## src/rtl/bl_pwm_pkg.sv

```systemverilog
package bl_pwm_pkg;

  localparam int DATA_W   = 32;
  localparam int ADDR_W   = 3;
  localparam int DIV_W    = 10;
  localparam int PER_W    = 12;
  localparam int HIGH_W   = 13;
  localparam int DBG_W    = 2;
  localparam int DIV_LSB  = 16;
  localparam int PER_LSB  = 0;
  localparam int HIGH_LSB = 16;
  localparam int EN_BIT   = 0;
  localparam int CMT_BIT  = 0;

  localparam logic [DBG_W-1:0] DBG_DIRECT = {DBG_W{1'b1}};

  typedef enum logic [ADDR_W-1:0] {
    RA_ENABLE = 3'd0,
    RA_CLKCFG = 3'd1,
    RA_WAVE   = 3'd2,
    RA_COMMIT = 3'd3,
    RA_DEBUG  = 3'd4
  } reg_sel_e;

  typedef struct packed {
    logic [DIV_W-1:0]  div;
    logic [PER_W-1:0]  per;
    logic [HIGH_W-1:0] high;
  } wave_cfg_t;

endpackage

```

## src/rtl/bl_pwm_regs.sv

```systemverilog
module bl_pwm_regs
  import bl_pwm_pkg::*;
(
  input  logic              clk,
  input  logic              rst_n,
  input  logic              wr_i,
  input  logic [ADDR_W-1:0] addr_i,
  input  logic [DATA_W-1:0] wdata_i,
  output logic [DATA_W-1:0] rdata_o,
  output logic              en_o,
  output wave_cfg_t         work_o
);

  logic             en_q, en_d;
  logic             cmt_q, cmt_d;
  logic [DBG_W-1:0] dbg_q, dbg_d;
  wave_cfg_t        shadow_q, shadow_d;
  wave_cfg_t        work_q, work_d;

  logic      direct;
  logic      hit_en, hit_clk, hit_wave, hit_cmt, hit_dbg;
  logic      commit_hit;
  logic      shadow_ce, work_ce;
  wave_cfg_t view;

  assign direct   = (dbg_q == DBG_DIRECT);
  assign hit_en   = wr_i && (addr_i == RA_ENABLE);
  assign hit_clk  = wr_i && (addr_i == RA_CLKCFG);
  assign hit_wave = wr_i && (addr_i == RA_WAVE);
  assign hit_cmt  = wr_i && (addr_i == RA_COMMIT);
  assign hit_dbg  = wr_i && (addr_i == RA_DEBUG);

  assign commit_hit = hit_cmt && wdata_i[CMT_BIT];

  // Clock enables for the configuration copies
  assign shadow_ce = !direct && (hit_clk || hit_wave);
  assign work_ce   = direct ? (hit_clk || hit_wave) : commit_hit;

  // Next-state for simple control bits
  always_comb begin
    en_d  = en_q;
    cmt_d = cmt_q;
    dbg_d = dbg_q;
    if (hit_en)  en_d  = wdata_i[EN_BIT];
    if (hit_cmt) cmt_d = wdata_i[CMT_BIT];
    if (hit_dbg) dbg_d = wdata_i[DBG_W-1:0];
  end

  // Next-state for shadow copy
  always_comb begin
    shadow_d = shadow_q;
    if (hit_clk) begin
      shadow_d.div = wdata_i[DIV_LSB +: DIV_W];
    end
    if (hit_wave) begin
      shadow_d.per  = wdata_i[PER_LSB +: PER_W];
      shadow_d.high = wdata_i[HIGH_LSB +: HIGH_W];
    end
  end

  // Next-state for working copy: direct field write or full commit
  always_comb begin
    work_d = work_q;
    if (direct) begin
      if (hit_clk) begin
        work_d.div = wdata_i[DIV_LSB +: DIV_W];
      end
      if (hit_wave) begin
        work_d.per  = wdata_i[PER_LSB +: PER_W];
        work_d.high = wdata_i[HIGH_LSB +: HIGH_W];
      end
    end else begin
      work_d = shadow_q;
    end
  end

  always_ff @(posedge clk or negedge rst_n) begin
    if (!rst_n) begin
      en_q  <= 1'b0;
      cmt_q <= 1'b0;
      dbg_q <= '0;
    end else begin
      en_q  <= en_d;
      cmt_q <= cmt_d;
      dbg_q <= dbg_d;
    end
  end

  always_ff @(posedge clk or negedge rst_n) begin
    if (!rst_n) begin
      shadow_q <= '0;
    end else if (shadow_ce) begin
      shadow_q <= shadow_d;
    end
  end

  always_ff @(posedge clk or negedge rst_n) begin
    if (!rst_n) begin
      work_q <= '0;
    end else if (work_ce) begin
      work_q <= work_d;
    end
  end

  // Read path
  assign view = direct ? work_q : shadow_q;

  always_comb begin
    rdata_o = '0;
    case (reg_sel_e'(addr_i))
      RA_ENABLE: rdata_o[EN_BIT] = en_q;
      RA_CLKCFG: rdata_o[DIV_LSB +: DIV_W] = view.div;
      RA_WAVE: begin
        rdata_o[PER_LSB +: PER_W]   = view.per;
        rdata_o[HIGH_LSB +: HIGH_W] = view.high;
      end
      RA_COMMIT: rdata_o[CMT_BIT] = cmt_q;
      RA_DEBUG:  rdata_o[DBG_W-1:0] = dbg_q;
      default:   rdata_o = '0;
    endcase
  end

  assign en_o   = en_q;
  assign work_o = work_q;

  AST_WORK_HOLD: assert property (@(posedge clk) disable iff (!rst_n)
    (!direct && !commit_hit) |=> $stable(work_q));

  AST_COMMIT_COPY: assert property (@(posedge clk) disable iff (!rst_n)
    (!direct && commit_hit) |=> (work_q == $past(shadow_q)));

  AST_SHADOW_UNTOUCHED: assert property (@(posedge clk) disable iff (!rst_n)
    direct |=> $stable(shadow_q));

endmodule

```

## src/rtl/bl_pwm_prescale.sv

```systemverilog
module bl_pwm_prescale #(
  parameter int W = 10
) (
  input  logic         clk,
  input  logic         rst_n,
  input  logic         clr_i,
  input  logic [W-1:0] lim_i,
  output logic         tick_o
);

  logic [W-1:0] cnt_q, cnt_d;
  logic         at_lim;

  assign at_lim = (cnt_q == lim_i);

  always_comb begin
    if (clr_i) begin
      cnt_d = '0;
    end else if (at_lim) begin
      cnt_d = '0;
    end else begin
      cnt_d = cnt_q + W'(1);
    end
  end

  always_ff @(posedge clk or negedge rst_n) begin
    if (!rst_n) begin
      cnt_q <= '0;
    end else begin
      cnt_q <= cnt_d;
    end
  end

  assign tick_o = !clr_i && at_lim;

  AST_PRE_BOUND: assert property (@(posedge clk) disable iff (!rst_n)
    !clr_i |-> (cnt_q <= lim_i));

endmodule

```

## src/rtl/bl_pwm_core.sv

```systemverilog
module bl_pwm_core
  import bl_pwm_pkg::*;
(
  input  logic      clk,
  input  logic      rst_n,
  input  logic      en_i,
  input  wave_cfg_t work_i,
  output logic      pwm_o
);

  logic              run_q, run_d;
  logic [PER_W-1:0]  per_q, per_d;
  wave_cfg_t         act_q;
  logic              clr, tick, last_step, wrap, start, load;
  logic [HIGH_W-1:0] per_ext;

  assign clr   = !(run_q && en_i);
  assign start = en_i && !run_q;

  bl_pwm_prescale #(.W(DIV_W)) u_prescale (
    .clk    (clk),
    .rst_n  (rst_n),
    .clr_i  (clr),
    .lim_i  (act_q.div),
    .tick_o (tick)
  );

  assign last_step = (per_q == act_q.per);
  assign wrap      = tick && last_step;
  assign load      = start || wrap;

  always_comb begin
    run_d = en_i;
    if (clr) begin
      per_d = '0;
    end else if (tick) begin
      per_d = last_step ? '0 : per_q + PER_W'(1);
    end else begin
      per_d = per_q;
    end
  end

  always_ff @(posedge clk or negedge rst_n) begin
    if (!rst_n) begin
      run_q <= 1'b0;
      per_q <= '0;
    end else begin
      run_q <= run_d;
      per_q <= per_d;
    end
  end

  // Active copy, reloaded only when a period starts
  always_ff @(posedge clk or negedge rst_n) begin
    if (!rst_n) begin
      act_q <= '0;
    end else if (load) begin
      act_q <= work_i;
    end
  end

  assign per_ext = HIGH_W'(per_q);
  assign pwm_o   = en_i && run_q && (per_ext < act_q.high);

  AST_PER_BOUND: assert property (@(posedge clk) disable iff (!rst_n)
    run_q |-> (per_q <= act_q.per));

  AST_ACT_HOLD: assert property (@(posedge clk) disable iff (!rst_n)
    (run_q && !(tick && per_q == act_q.per)) |=> $stable(act_q));

  AST_FULL_HIGH: assert property (@(posedge clk) disable iff (!rst_n)
    (en_i && run_q && (act_q.high > HIGH_W'(act_q.per))) |-> pwm_o);

  AST_ZERO_LOW: assert property (@(posedge clk) disable iff (!rst_n)
    (act_q.high == '0) |-> !pwm_o);

  AST_OFF_LOW: assert property (@(posedge clk) disable iff (!rst_n)
    !run_q |-> !pwm_o);

endmodule

```

## src/rtl/bl_pwm_top.sv

```systemverilog
module bl_pwm_top
  import bl_pwm_pkg::*;
(
  input  logic              clk,
  input  logic              rst_n,
  input  logic              reg_wr,
  input  logic [ADDR_W-1:0] reg_addr,
  input  logic [DATA_W-1:0] reg_wdata,
  output logic [DATA_W-1:0] reg_rdata,
  output logic              pwm_out
);

  localparam int SYNC_STAGES = 2;

  logic [SYNC_STAGES-1:0] rst_sync_q;
  logic                   rst_n_s;
  logic                   en;
  wave_cfg_t              work;

  // Asynchronous assert, synchronous release
  always_ff @(posedge clk or negedge rst_n) begin
    if (!rst_n) begin
      rst_sync_q <= '0;
    end else begin
      rst_sync_q <= {rst_sync_q[SYNC_STAGES-2:0], 1'b1};
    end
  end

  assign rst_n_s = rst_sync_q[SYNC_STAGES-1];

  bl_pwm_regs u_regs (
    .clk     (clk),
    .rst_n   (rst_n_s),
    .wr_i    (reg_wr),
    .addr_i  (reg_addr),
    .wdata_i (reg_wdata),
    .rdata_o (reg_rdata),
    .en_o    (en),
    .work_o  (work)
  );

  bl_pwm_core u_core (
    .clk    (clk),
    .rst_n  (rst_n_s),
    .en_i   (en),
    .work_i (work),
    .pwm_o  (pwm_out)
  );

endmodule

```

## config.mk

```make
export PLATFORM = sky130hd
export DESIGN_NAME = bl_pwm_top
export DESIGN_NICKNAME = d
export VERILOG_FILES = /design/src/rtl/bl_pwm_pkg.sv /design/src/rtl/bl_pwm_regs.sv /design/src/rtl/bl_pwm_prescale.sv /design/src/rtl/bl_pwm_core.sv /design/src/rtl/bl_pwm_top.sv
export SDC_FILE = /design/constraint.sdc
export NUM_CORES = 1
export LEC_CHECK = 0
export ABC_AREA = 1
export BUFFER_PORTS_ARGS = -buffer_cell sky130_fd_sc_hd__buf_2
export CAP_MARGIN = 5
export CORE_UTILIZATION = 44
export DETAILED_ROUTE_END_ITERATION = 10
export MAX_ROUTING_LAYER = met4
export PLACE_DENSITY_LB_ADDON = 0.3
export SYNTH_ARGS = -nofsm -noshare
export SYNTH_HDL_FRONTEND = slang
export SYNTH_HIERARCHICAL = 1
export SYNTH_SLANG_ARGS = --single-unit
```

## constraint.sdc

```tcl
create_clock -name clk -period 4.7 [get_ports clk]
set_clock_uncertainty 0.15 [all_clocks]
set_input_delay 0.94 -clock clk [delete_from_list [all_inputs] [get_ports clk]]
set_output_delay 0.94 -clock clk [all_outputs]
set_load 0.03 [all_outputs]
```

# Word-level counts from Yosys, hierarchy flattened
# Index checks and enable logic that the tools add are counted.
# W data, S select, Z words.
# totals
word_cells	65
out_inout_bits	33
inputBits	38
register_bits	134
# op_classes
n_lt_le_gt_ge	1
n_addsub	2
reduce_logical	21
n_mux	15
n_eq_ne	10
# op_table
op	n
$mux W35	2
$mux W10	4
$mux W12	3
$mux W25	1
$pmux W10 S2	1
$lt A12 B13 Y1	1
$add A12 B1 Y12 const B	1
$eq A12 B12 Y1	1
$logic_and A1 B1 Y1	12
$add A10 B1 Y10 const B	1
$eq A10 B10 Y1	1
$reduce_and A2 Y1	4
$eq A3 B2 Y1 const B	2
$ne A2 B2 Y1 const B	2
$pmux W1 S4	1
$eq A3 B1 Y1 const B	1
$eq A3 B3 Y1 const B	1
$logic_not A3 Y1	1
$mux W3	1
$eq A2 B2 Y1 const B	1
$logic_not A1 Y1	2
$logic_or A1 B1 Y1	2
$ne A2 B1 Y1 const B	1
$pmux W1 S2	1
$mux W1	1

# Depth between registers and ports, before layout
# logic_depth
ltp_word	5
mapped_depth	14
mapped_depth_nobuf	14

# Cells and area by module
# Netlist, hierarchy kept.
# modules_own_cells
module	instances	seq_area_each_um2	area_per_inst_um2	cells_per_inst
bl_pwm_regs	1	1851.8	3806.2	500
bl_pwm_core	1	1201.2	2547.4	330
bl_pwm_prescale	1	250.2	656.9	96
bl_pwm_top	1	50.0	53.8	3

# Least setup slack after synthesis
# OpenSTA, ideal clock, no wires.
# synth_timing
kind	input -> output
from	input port reg_addr[0]
to	output port reg_rdata[10]
stages	4
arrival_ps	1881
path_slack_ps	1729
path_buffers	1
required_time_ps	3610
path_cell_list	inv_1 > nand3_4 > buf_1 > a21oi_1
# synth_via
elab_chain_cells	2
# synth_lines
element	line_no	text
start, declared	bl_pwm_top.sv:7	input logic [ADDR_W-1:0] reg_addr,
$eq A3 B2 Y1	bl_pwm_regs.sv:110	case (reg_sel_e'(addr_i))
$mux W10	bl_pwm_regs.sv:110	
end, declared	bl_pwm_top.sv:9	output logic [DATA_W-1:0] reg_rdata,
# Every way passes these cells.

# Worst setup path after layout
# layout_timing
from	register u_regs.dbg_q[0]
to	output port reg_rdata[19]
# layout_via
elab_chain_cells	3
# layout_lines
element	line_no	text
start, declared	bl_pwm_regs.sv:16	logic [DBG_W-1:0] dbg_q, dbg_d;
start signal, assigned	bl_pwm_regs.sv:85	dbg_q <= dbg_d;
$eq A2 B2 Y1	bl_pwm_regs.sv:26	assign direct = (dbg_q == DBG_DIRECT);
$mux W35	bl_pwm_regs.sv:106	assign view = direct ? work_q : shadow_q;
$pmux W10 S2	bl_pwm_regs.sv:110	
# Every way passes these cells.

==> results.yml <==
clocking:
  cts_htree_levels: 4
  ctsResizeCount: 0
  cts_tree: "done"
  cts_hold_buf: 0
  clockBufferDepth: 2
  post_cts_buffers: 0
  cts_inserted_buffers: 17
  clk_pin_slew_worst_paths_ns: 0.06
  cts_sinks: 134
  root_buffer: "clkbuf_16"
  insertion_delay_ns: 0.42
hold_path:
  hold_path.class: "in -> async"
sta:
  fin_crit_sh: 0.699
  finalHoldViolations: 0
  relSlewSlack: 0.346
  period_minus_slack_ns: 3.28
  worst_slew_pin_slew_ns: 0.980
  finalSetupViolCount: 0
  maxSlewViolCount: 0
  rsz0062_at_grt: "no"
  tns_ns: 0
  fin_hold_ws_ns: 0.142
  max_freq_mhz: 305
power_and_ir_drop:
  p_sw_w: 0.00142
  switching_share: 0.343
  power_w: 0.00413
  clkPwrFrac: 0.332
  p_comb_frac: 0.237
  p_leak_nw: 4.22
  seq_power_share: 0.432
  power_density_nw_per_um2: 513
  vdd_ir_drop_max_mv: 0.239
  intPower_w: 0.00271
yosys:
  synth_edf_count: 0
  synth_async_sr_flop_share: 1.00
  synth_warnings: 6
  synth.yosys.seq_area_share: 0.475
  synth_most_common_cell: "nand2_1"
  ys_ff_latch: 134
  synthCells: 929
  syn_avg_cell_area_um2: 7.60
  synth_top_area_frac: 0.475
  synth_cell_types: 30
  synth_area_leaders: "dfrtp_1 47%, nand2_1 19%, nand3_1 5.8%"
  synth_top_area_cell: "dfrtp_1"
  ys_top_cells_by_count: "350 x nand2_1, 134 x dfrtp_1, 82 x nand3_1, 74 x o21ai_0, 73 x inv_1"
  synth_top_flop_cell: "dfrtp_1"
  synth_area_um2: 7060
critical_path:
  cp_max_fo: 74
  reg2reg_depth: 10
  start_kind: "register"
  setup.worst_path.end_class: "output port"
  cp.required_ns: 3.61
  cp_cell_sequence: "nand2_2 -> buf_4 -> nand2_1 -> a21oi_1 -> a21o_1 -> buf_2"
  critical_path_class: "reg -> out"
  cp_slowest_cell: "buf_4"
  timing.rr.start: "u_core/u_prescale/cnt_q[3]$_DFF_PN0_"
  regToRegEndpoint: "u_core/act_q[0]$_DFFE_PN0P_"
  critPathMaxStageDelay_ns: 0.55
  cp_data_arrival_time_ns: 2.19
  endpoint: "reg_rdata[19]"
  rrSetupSlack_ns: 1.91
  crit_start: "u_regs/dbg_q[0]$_DFFE_PN0P_"
global_routing:
  antenna_found_initial: 0
  grt_remaining_overflow: 0
  grt_max_degree: 75
  grt.total_usage: 0.222
  grt_pass1_wl_um: 27800
  grt_pass1_vias: 5562
routing:
  drt-initial-drc-count: 450
  first_pass_iters: 5
  vias_per_cell: 5.01
  drcViolationCount: 0
  wl_per_cell_um: 13.5
  totalWireLength_um: 16200
  postRouteAntennaNets: 0
  num_vias: 6000
floorplanning:
  die_h_um: 129
  initial_core_util: 0.458
  die_x_um: 129
  core_um2: 15400
  die_area_um2: 16600
  pin_count: 71
  row_count: 45
cells_and_area:
  drive_above_1_share: 0.122
  fin_util: 0.521
  nNetsFinal: 1024
  finalNonFillerCells: 1197
  num_antenna_cells: 0
  syn_to_final_growth_pct: 13.9
placed_design:
  numPortBuffers: 56
  place_inst: 1165
  dp_hpwl_um: 10500
  gp_congestion: 0.807
outcome:
  run_status: "finished, final reports clean"
job:
  max_cap_viol_count: 0
[kinds of logic (layout without fill, tap and decap cells)]
logic type	count (synthesis)	in the layout	synth area share
DFF	134	134	0.475
xor gates and xnor gates	17	17	0.0211
AOI/OAI and AO/OA	132	132	0.102
other	2	8	0.00106
adders and majority gates	13	13	0.0230
and+or+nand+nor	505	505	0.297
buffers and inverters	126	177	0.0809
[power by group through the flow]
stage | combinational [W] | sequential, W | clock, W
3_3_place_gp | 0.000956 | 0.00178 | 0
4_1_cts | 0.000986 | 0.00178 | 0.00139
5_1_grt | 0.00115 | 0.00183 | 0.00145
3_5_place_dp | 0.000974 | 0.00179 | 0
6_report | 0.000977 | 0.00178 | 0.00137
2_1_floorplan | 0.000806 | 0.00171 | 0
[metrics by stage]
stage,instance area (µm²),worst slack [ns]
4_1_cts,8050,1.41
3_5_place_dp,7430,1.48
3_3_place_gp,7430,1.50
5_1_grt,8050,1.25
2_1_floorplan,7090,0.540
6_report,8050,1.42
[critical path, delay by kind of cell (launching register included)]
kind            cells  cell delay, ns
buf+inv             2            0.74
compound gates      2            0.31
simple gates        2            0.30
flops               1            0.41
[worst min-delay path by stage]
stage	from	to	slack [ns]	cells after the start
floorplan	rst_sync_q[0]$_DFF_PN0_	rst_sync_q[1]$_DFF_PN0_	0.18	0
global placement	rst_sync_q[0]$_DFF_PN0_	rst_sync_q[1]$_DFF_PN0_	0.19	0
detailed placement	rst_sync_q[0]$_DFF_PN0_	rst_sync_q[1]$_DFF_PN0_	0.19	0
CTS	rst_n	rst_sync_q[1]$_DFF_PN0_	0.13	1
global route	rst_n	rst_sync_q[1]$_DFF_PN0_	0.12	1
finish	rst_n	rst_sync_q[1]$_DFF_PN0_	0.14	1
[flip-flops by register name, summed over array words and instances (netlist names)]
signal,count
u_core/run_q,1
u_core/per_q,12
u_regs/dbg_q,2
u_core/u_prescale/cnt_q,10
u_regs/work_o,35
u_regs/shadow_q,35
u_core/act_q,35
rst_sync_q,2
u_regs/cmt_q,1
u_regs/en_o,1
[layout by cell type (no fill, tap or decap), types with 2 or more instances in the layout]
master / instances
a21o_1: 12
a21oi_1: 31
buf_2: 56
buf_4: 8
bufinv_16: 3
clkbuf_16: 17
clkinv_1: 2
clkinvlp_4: 7
conb_1: 8
dfrtp_1: 133
ha_1: 13
inv_1: 73
inv_2: 6
nand2_1: 349
nand2_2: 4
nand2_4: 3
nand3_1: 82
nand3_2: 3
nand3_4: 2
nand4_1: 2
nor2_1: 47
nor2_2: 3
nor3_1: 9
o21ai_0: 74
o21ai_1: 12
o21bai_4: 2
xnor2_1: 7
xor2_1: 10
[per-layer routing]
layer / up-vias / routed length, µm / GRT usage
met5: - / 0 / -
met3: 14 / 924 / 0.0416
met2: 184 / 7190 / 0.331
li1: 3043 / - / -
met4: 0 / 183 / 0.0685
met1: 2759 / 7910 / 0.306
[layout make-up]
class                      count  area, µm²
clock buffer                  18        439
clock inverter                14        176
fill                        1508       7380
inverter                      81        304
multi-input combinational    675       3160
sequential                   134       3360
tap                          211        264
timing repair buffer          64        340
No activity file was read; power rests on OpenSTA's default activity.
